--- src/rtl/sdcmd_pkg.sv ---
package sdcmd_pkg;

    localparam int IDX_W       = 6;
    localparam int ARG_W       = 32;
    localparam int ARG_BYTES   = ARG_W / 8;
    localparam int FRAME_BYTES = ARG_BYTES + 2;
    localparam int SLOT_W      = $clog2(FRAME_BYTES + 1);
    localparam logic [SLOT_W-1:0] FILL_SLOT = SLOT_W'(FRAME_BYTES);

    localparam logic [IDX_W-1:0] IDX_RESET   = 6'd0;
    localparam logic [IDX_W-1:0] IDX_IFCOND  = 6'd8;
    localparam logic [IDX_W-1:0] IDX_PREFIX  = 6'd55;

    localparam logic [7:0] HEAD_BITS   = 8'h40;
    localparam logic [7:0] CHK_RESET   = 8'h95;
    localparam logic [7:0] CHK_IFCOND  = 8'h87;
    localparam logic [7:0] CHK_DUMMY   = 8'h01;
    localparam logic [7:0] FILL_BYTE   = 8'hFF;

    typedef struct packed {
        logic [IDX_W-1:0] idx;
        logic [ARG_W-1:0] arg;
    } cmd_t;

    typedef enum logic [1:0] {
        SQ_IDLE  = 2'd0,
        SQ_ISSUE = 2'd1,
        SQ_WAIT  = 2'd2
    } sq_state_e;

    typedef enum logic {
        PH_PREFIX = 1'b0,
        PH_MAIN   = 1'b1
    } phase_e;

    function automatic logic [7:0] chk_of(input logic [IDX_W-1:0] idx);
        logic [7:0] c;
        case (idx)
            IDX_RESET:  c = CHK_RESET;
            IDX_IFCOND: c = CHK_IFCOND;
            default:    c = CHK_DUMMY;
        endcase
        return c;
    endfunction

    function automatic cmd_t prefix_cmd();
        cmd_t c;
        c.idx = IDX_PREFIX;
        c.arg = '0;
        return c;
    endfunction

endpackage

--- src/rtl/sdcmd_byte_mux.sv ---
module sdcmd_byte_mux
    import sdcmd_pkg::*;
(
    input  cmd_t              cmd,
    input  logic [SLOT_W-1:0] slot,
    output logic [7:0]        tx_byte
);

    logic [7:0] frame [FRAME_BYTES];

    assign frame[0] = HEAD_BITS | {2'b00, cmd.idx};

    for (genvar g = 0; g < ARG_BYTES; g++) begin : g_arg
        assign frame[1+g] = cmd.arg[ARG_W-1-8*g -: 8];
    end

    assign frame[FRAME_BYTES-1] = chk_of(cmd.idx);

    always_comb begin
        tx_byte = FILL_BYTE;
        for (int k = 0; k < FRAME_BYTES; k++) begin
            if (slot == SLOT_W'(k)) tx_byte = frame[k];
        end
    end

endmodule

--- src/rtl/sdcmd_poll.sv ---
module sdcmd_poll #(
    parameter int POLL_MAX = 255,
    localparam int CNT_W   = $clog2(POLL_MAX + 1)
) (
    input  logic clk,
    input  logic rst,
    input  logic clear,
    input  logic sample,
    input  logic rx_msb,
    output logic stop,
    output logic expired
);

    logic [CNT_W-1:0] count;
    logic             at_limit;

    assign at_limit = (count == CNT_W'(POLL_MAX - 1));
    assign stop     = sample && (!rx_msb || at_limit);
    assign expired  = sample && rx_msb && at_limit;

    always_ff @(posedge clk) begin
        if (rst || clear) begin
            count <= '0;
        end else if (sample && !stop) begin
            count <= count + CNT_W'(1);
        end
    end

    // the filler counter never runs past the poll limit
    a_r6_poll_bound: assert property (@(posedge clk) disable iff (rst)
        count <= CNT_W'(POLL_MAX - 1));

    // a valid answer byte never reports expiry
    a_r7_valid_not_expired: assert property (@(posedge clk) disable iff (rst)
        (sample && !rx_msb) |-> !expired);

endmodule

--- src/rtl/sdcmd_seq.sv ---
module sdcmd_seq
    import sdcmd_pkg::*;
(
    input  logic              clk,
    input  logic              rst,
    input  logic              req_valid,
    input  cmd_t              req_cmd,
    input  logic              req_app,
    input  logic              spi_done,
    input  logic [7:0]        spi_rx,
    input  logic              stop,
    input  logic              expired,
    output cmd_t              cur_cmd,
    output logic [SLOT_W-1:0] slot,
    output logic              in_prefix,
    output logic              poll_clear,
    output logic              poll_sample,
    output logic              spi_start,
    output logic              busy,
    output logic [7:0]        rsp_status,
    output logic              rsp_done,
    output logic              rsp_timeout
);

    sq_state_e state;
    phase_e    phase;
    cmd_t      req_q;

    assign in_prefix   = (phase == PH_PREFIX);
    assign cur_cmd     = in_prefix ? prefix_cmd() : req_q;
    assign spi_start   = (state == SQ_ISSUE);
    assign busy        = (state != SQ_IDLE);
    assign poll_sample = (state == SQ_WAIT) && spi_done && (slot == FILL_SLOT);
    assign poll_clear  = ((state == SQ_IDLE) && req_valid) ||
                         (poll_sample && stop && in_prefix);

    always_ff @(posedge clk) begin
        if (rst) begin
            state       <= SQ_IDLE;
            phase       <= PH_MAIN;
            slot        <= '0;
            req_q       <= '0;
            rsp_status  <= 8'h00;
            rsp_timeout <= 1'b0;
            rsp_done    <= 1'b0;
        end else begin
            rsp_done <= 1'b0;
            case (state)
                SQ_IDLE: begin
                    if (req_valid) begin
                        req_q <= req_cmd;
                        phase <= req_app ? PH_PREFIX : PH_MAIN;
                        slot  <= '0;
                        state <= SQ_ISSUE;
                    end
                end
                SQ_ISSUE: state <= SQ_WAIT;
                SQ_WAIT: begin
                    if (spi_done) begin
                        if (slot != FILL_SLOT) begin
                            slot  <= slot + SLOT_W'(1);
                            state <= SQ_ISSUE;
                        end else if (stop) begin
                            if (in_prefix) begin
                                phase <= PH_MAIN;
                                slot  <= '0;
                                state <= SQ_ISSUE;
                            end else begin
                                rsp_status  <= spi_rx;
                                rsp_timeout <= expired;
                                rsp_done    <= 1'b1;
                                state       <= SQ_IDLE;
                            end
                        end else begin
                            state <= SQ_ISSUE;
                        end
                    end
                end
                default: state <= SQ_IDLE;
            endcase
        end
    end

    // one exchange at a time, start is a single-cycle pulse
    a_r8_start_pulse: assert property (@(posedge clk) disable iff (rst)
        spi_start |=> !spi_start);

    // completion is a single-cycle pulse
    a_r5_done_pulse: assert property (@(posedge clk) disable iff (rst)
        rsp_done |=> !rsp_done);

    // busy only rises because a request arrived
    a_r9_busy_from_req: assert property (@(posedge clk) disable iff (rst)
        $rose(busy) |-> $past(req_valid));

    // timeout flag only rises together with completion
    a_r6_timeout_with_done: assert property (@(posedge clk) disable iff (rst)
        $rose(rsp_timeout) |-> rsp_done);

    // a non-timeout completion carries a status with bit 7 clear
    a_r7_status_valid: assert property (@(posedge clk) disable iff (rst)
        (rsp_done && !rsp_timeout) |-> !rsp_status[7]);

    // outputs idle right after reset
    a_r10_reset_idle: assert property (@(posedge clk)
        $past(rst) |-> (!busy && !rsp_done && !rsp_timeout && rsp_status == 8'h00));

endmodule

--- src/rtl/sdcmd_framer.sv ---
module sdcmd_framer
    import sdcmd_pkg::*;
#(
    parameter int POLL_MAX = 255
) (
    input  logic        clk,
    input  logic        rst,
    input  logic        req_valid,
    input  logic [5:0]  req_index,
    input  logic        req_app,
    input  logic [31:0] req_arg,
    output logic        busy,
    output logic [7:0]  rsp_status,
    output logic        rsp_done,
    output logic        rsp_timeout,
    output logic [7:0]  spi_tx,
    output logic        spi_start,
    input  logic [7:0]  spi_rx,
    input  logic        spi_done
);

    cmd_t              req_cmd;
    cmd_t              cur_cmd;
    logic [SLOT_W-1:0] slot;
    logic              in_prefix;
    logic              poll_clear;
    logic              poll_sample;
    logic              stop;
    logic              expired;

    assign req_cmd.idx = req_index;
    assign req_cmd.arg = req_arg;

    sdcmd_seq u_seq (
        .clk         (clk),
        .rst         (rst),
        .req_valid   (req_valid),
        .req_cmd     (req_cmd),
        .req_app     (req_app),
        .spi_done    (spi_done),
        .spi_rx      (spi_rx),
        .stop        (stop),
        .expired     (expired),
        .cur_cmd     (cur_cmd),
        .slot        (slot),
        .in_prefix   (in_prefix),
        .poll_clear  (poll_clear),
        .poll_sample (poll_sample),
        .spi_start   (spi_start),
        .busy        (busy),
        .rsp_status  (rsp_status),
        .rsp_done    (rsp_done),
        .rsp_timeout (rsp_timeout)
    );

    sdcmd_poll #(.POLL_MAX(POLL_MAX)) u_poll (
        .clk     (clk),
        .rst     (rst),
        .clear   (poll_clear),
        .sample  (poll_sample),
        .rx_msb  (spi_rx[7]),
        .stop    (stop),
        .expired (expired)
    );

    sdcmd_byte_mux u_mux (
        .cmd     (cur_cmd),
        .slot    (slot),
        .tx_byte (spi_tx)
    );

    // every frame opens with bits 7:6 = 01
    a_r1_head_bits: assert property (@(posedge clk) disable iff (rst)
        (spi_start && slot == '0) |-> (spi_tx[7:6] == 2'b01));

    // the reset command carries its fixed checksum byte
    a_r3_reset_chk: assert property (@(posedge clk) disable iff (rst)
        (spi_start && slot == SLOT_W'(FRAME_BYTES-1) && cur_cmd.idx == IDX_RESET)
            |-> (spi_tx == 8'h95));

    // the prefix frame opens with index 55
    a_r4_prefix_head: assert property (@(posedge clk) disable iff (rst)
        (spi_start && in_prefix && slot == '0) |-> (spi_tx == 8'h77));

    // fillers are all-ones
    a_r5_filler: assert property (@(posedge clk) disable iff (rst)
        (spi_start && slot == FILL_SLOT) |-> (spi_tx == 8'hFF));

endmodule

--- config.mk ---
export PLATFORM = sky130hd
export DESIGN_NAME = sdcmd_framer
export DESIGN_NICKNAME = d
export VERILOG_FILES = /design/src/rtl/sdcmd_pkg.sv /design/src/rtl/sdcmd_byte_mux.sv /design/src/rtl/sdcmd_poll.sv /design/src/rtl/sdcmd_seq.sv /design/src/rtl/sdcmd_framer.sv
export SDC_FILE = /design/constraint.sdc
export NUM_CORES = 1
export LEC_CHECK = 0
export ABC_CLOCK_PERIOD_IN_PS = 3800
export BUFFER_PORTS_ARGS = -buffer_cell sky130_fd_sc_hd__buf_2
export CAP_MARGIN = 20
export CELL_PAD_IN_SITES_DETAIL_PLACEMENT = 1
export CELL_PAD_IN_SITES_GLOBAL_PLACEMENT = 1
export CORE_ASPECT_RATIO = 0.6
export CORE_MARGIN = 3
export CORE_UTILIZATION = 25
export DETAILED_ROUTE_END_ITERATION = 10
export PLACE_DENSITY_LB_ADDON = 0.1
export SLEW_MARGIN = 20
export SYNTH_ARGS = -nofsm -noshare
export SYNTH_HDL_FRONTEND = slang
export SYNTH_SLANG_ARGS = --single-unit
export TNS_END_PERCENT = 100
--- constraint.sdc ---
create_clock -name clk -period 3.8 [get_ports clk]
set_clock_uncertainty 0.2 [all_clocks]
set_input_delay 0.19 -clock clk [delete_from_list [all_inputs] [get_ports clk]]
set_output_delay 0.19 -clock clk [all_outputs]
set_load 0.05 [all_outputs]
==> flow_metrics.env <==
export IMPL_gp_congestion=0.7816
export IMPL_start_util_pct=26.15
export IMPL_ir_worst_vdd_mv=0.1824
export IMPL_netlist_instances=399
export IMPL_r2r_cells=4
export IMPL_grt_max_degree=40
export IMPL_cp_max_fo=22
export IMPL_worstPathRequired_ns=3.41
export IMPL_die_w_um=147.7
export IMPL_io_buffers=70
export IMPL_rr_startpoint="u_seq.slot[2]"
export IMPL_row_count=30
export IMPL_die_h_um=91.04
export IMPL_cts_resized=0
export IMPL_cts_clk_slew_worst_paths_ns=0.05
export IMPL_nets=554
export IMPL_setup_tns_final_ns=0
export IMPL_io_pins=71
export IMPL_min_from="spi_done"
export IMPL_slew_headroom_pct=39.49
export IMPL_overflow=0
export IMPL_wl_mm=10.32
export IMPL_drt_initial_drc_count=165
export IMPL_clockRootBuffer="clkbuf_16"
export IMPL_worstMarginPinSlew_ns=0.9063
export IMPL_n_antenna_cell=0
export IMPL_design_area_sq_um=4263
export IMPL_grt_pass1_vias=3033
export IMPL_syn_area_per_cell_sq_um=7.551
export IMPL_maxCapViolations=0
export IMPL_async_flop_share_pct=0
export IMPL_first_pass_iters=4
export IMPL_ys_ff_latch=62
export IMPL_final_cell_mix="nand2_1, buf_2, dfxtp_1"
export IMPL_hold_path_depth=2
export IMPL_syn_area_sq_um=3013
export IMPL_slew_violations=0
export IMPL_hpwlAfterDp_mm=7.310
export IMPL_numCtsBuffers=9
export IMPL_ys_warnings_count=0
export IMPL_hold_viol_final=0
export IMPL_p_leak_nw=1.714
export IMPL_cts_max_level=3
export IMPL_clk_latency_ns=0.33
export IMPL_synth_flop_cell="dfxtp_1"
export IMPL_grt_setup_unrepaired="no"
export IMPL_critPathLaunchType="flip-flop"
export IMPL_hp_class="primary input to flip-flop"
export IMPL_startpoint="u_seq.slot[0]"
export IMPL_ys_seq_area_share_pct=41.20
export IMPL_clk_path_buf_depth=2
export IMPL_status="complete, no violations"
export IMPL_fmax_mhz=300.4
export IMPL_routed_via_density=4.614
export IMPL_via_count=3068
export IMPL_layout_commonest_cell="nand2_1"
export IMPL_drive_above_1_share_pct=19.60
export IMPL_fp_coreArea_sq_um=11520
export IMPL_setup_viol=0
export IMPL_worst_setup_path_type="flip-flop to output port"
export IMPL_wl_per_cell_um=15.52
export IMPL_holdPathEnd="u_seq.rsp_done"
export IMPL_synth_cell_types=53
export IMPL_synth_edf_count=0
export IMPL_dieArea_sq_um=13450
export IMPL_whs_ns=0.02269
export IMPL_antenna_left=0
export IMPL_syn2layout_area_growth_pct=41.49
export IMPL_min_period_ns=3.329
export IMPL_drc=0
export IMPL_antenna_found_initial=0
export IMPL_rr_endpoint="u_poll.count[0]"
export IMPL_fin_crit_sh_pct=87.60
export IMPL_grt_use_total_pct=15.72
export IMPL_worst_setup_path_end_kind="output port"
export IMPL_fillCellCount=1398
export IMPL_synth_nets=453
export IMPL_regToRegSetupSlack_ns=1.48
export IMPL_place_area_sq_um=3488
export IMPL_critical_path_arrival_ns=2.94
export IMPL_cts_sinks=62
export IMPL_grt_pass1_wl_mm=16.68
export IMPL_cts_tree="built"
export IMPL_powerDensity_nw_per_um2=432.9
## layout make-up
cell class	count	area (sq um)	share of cell area, %
multi-input cells	295	1614	37.86
flip-flops and latches	62	1241	29.12
repair buffers	120	838.3	19.67
clock buffers	9	225.2	5.283
well taps	160	200.2	4.696
clock inverters	7	98.84	2.319
inverters	12	45.04	1.057
## kinds of logic after synthesis
logic type | synth area share, %
and+or+nand+nor | 25.54
AOI/OAI and AO/OA | 22.51
DFF | 41.20
buffers and inverters | 5.565
muxes | 3.364
adders and majority gates | 1.246
xor gates and xnor gates | 0.5815
## stage by stage
| step | std cells | setup slack (ns) | util (%) | power, mW |
|---|---|---|---|---|
| 2_1_floorplan | 399 | 0.8014 | - | 0.8539 |
| 3_3_place_gp | 604 | 0.9624 | 30.27 | 0.9348 |
| 3_5_place_dp | 604 | 0.8590 | 30.27 | 0.9373 |
| 4_1_cts | 665 | 0.5009 | 36.99 | 1.874 |
| 5_1_grt | 665 | 0.3013 | 36.99 | 1.933 |
| 6_report | 665 | 0.4712 | 36.99 | 1.845 |
## critical path, cell delays in order, from the launching register on
cell      delay (ns)
dfxtp_1         0.75
and2_1          0.29
ha_1            0.62
nor2b_1         0.10
a22o_1          0.22
a221oi_1        0.30
a21oi_1         0.06
buf_2           0.25
## power by group
part,internal (mW),switching (mW)
registers,0.680,0.0341
clock network,0.576,0.314
logic,0.102,0.140
total,1.36,0.488
## cell usage after synthesis (2+ instances only)
master / instances / area (sq um)
nor2_1: 12 / 45.04
a21oi_1: 55 / 275.3
o21ai_0: 18 / 90.09
or2_2: 2 / 12.51
a22o_1: 2 / 17.52
xnor2_1: 2 / 17.52
mux2i_1: 9 / 90.09
o2111ai_1: 3 / 26.28
or3_1: 2 / 12.51
clkbuf_1: 22 / 82.58
a2bb2oi_1: 2 / 17.52
nor3b_1: 4 / 30.03
nand2_1: 111 / 416.7
ha_1: 3 / 37.54
a31oi_1: 5 / 31.28
dfxtp_1: 62 / 1241
o211ai_1: 2 / 15.01
a21o_1: 2 / 15.01
nor3_1: 4 / 20.02
or4_1: 4 / 30.03
o31ai_1: 2 / 15.01
nor2b_1: 8 / 50.05
buf_2: 8 / 40.04
a221oi_1: 3 / 26.28
nand2b_1: 2 / 12.51
inv_1: 12 / 45.04
nand3_1: 9 / 45.04
o32ai_1: 3 / 26.28
o21ai_1: 2 / 10.01
## flip-flops by register name, summed over array words and instances (netlist names)
register           count
u_poll.count           8
u_seq.phase            1
u_seq.req_q           38
u_seq.rsp_done         1
u_seq.rsp_status       8
u_seq.rsp_timeout      1
u_seq.slot             3
u_seq.state            2
## worst max path at each step
stage | endpoint | slack [ns]
after detailed placement | spi_tx[0] | 0.86
after global placement | spi_tx[0] | 0.96
after floorplan | spi_tx[7] | 0.80
final | spi_tx[0] | 0.47
after CTS | spi_tx[0] | 0.50
after global routing | spi_tx[3] | 0.30
## what timing repair did
item / 4_1_cts / 5_1_grt
hold buffers: 45 / 0
setup buffers: 0 / 0
hold endpoints to repair: 45 / 0
## per-layer routing
layer	wire length [um]	vias up	GRT usage, %
met4	81	0	3.721
li1	-	1589	-
met5	0	-	0
met1	5908	1418	24.88
met3	436	7	3.940
met2	3893	54	20.70
(Power assumes the default switching activity.)
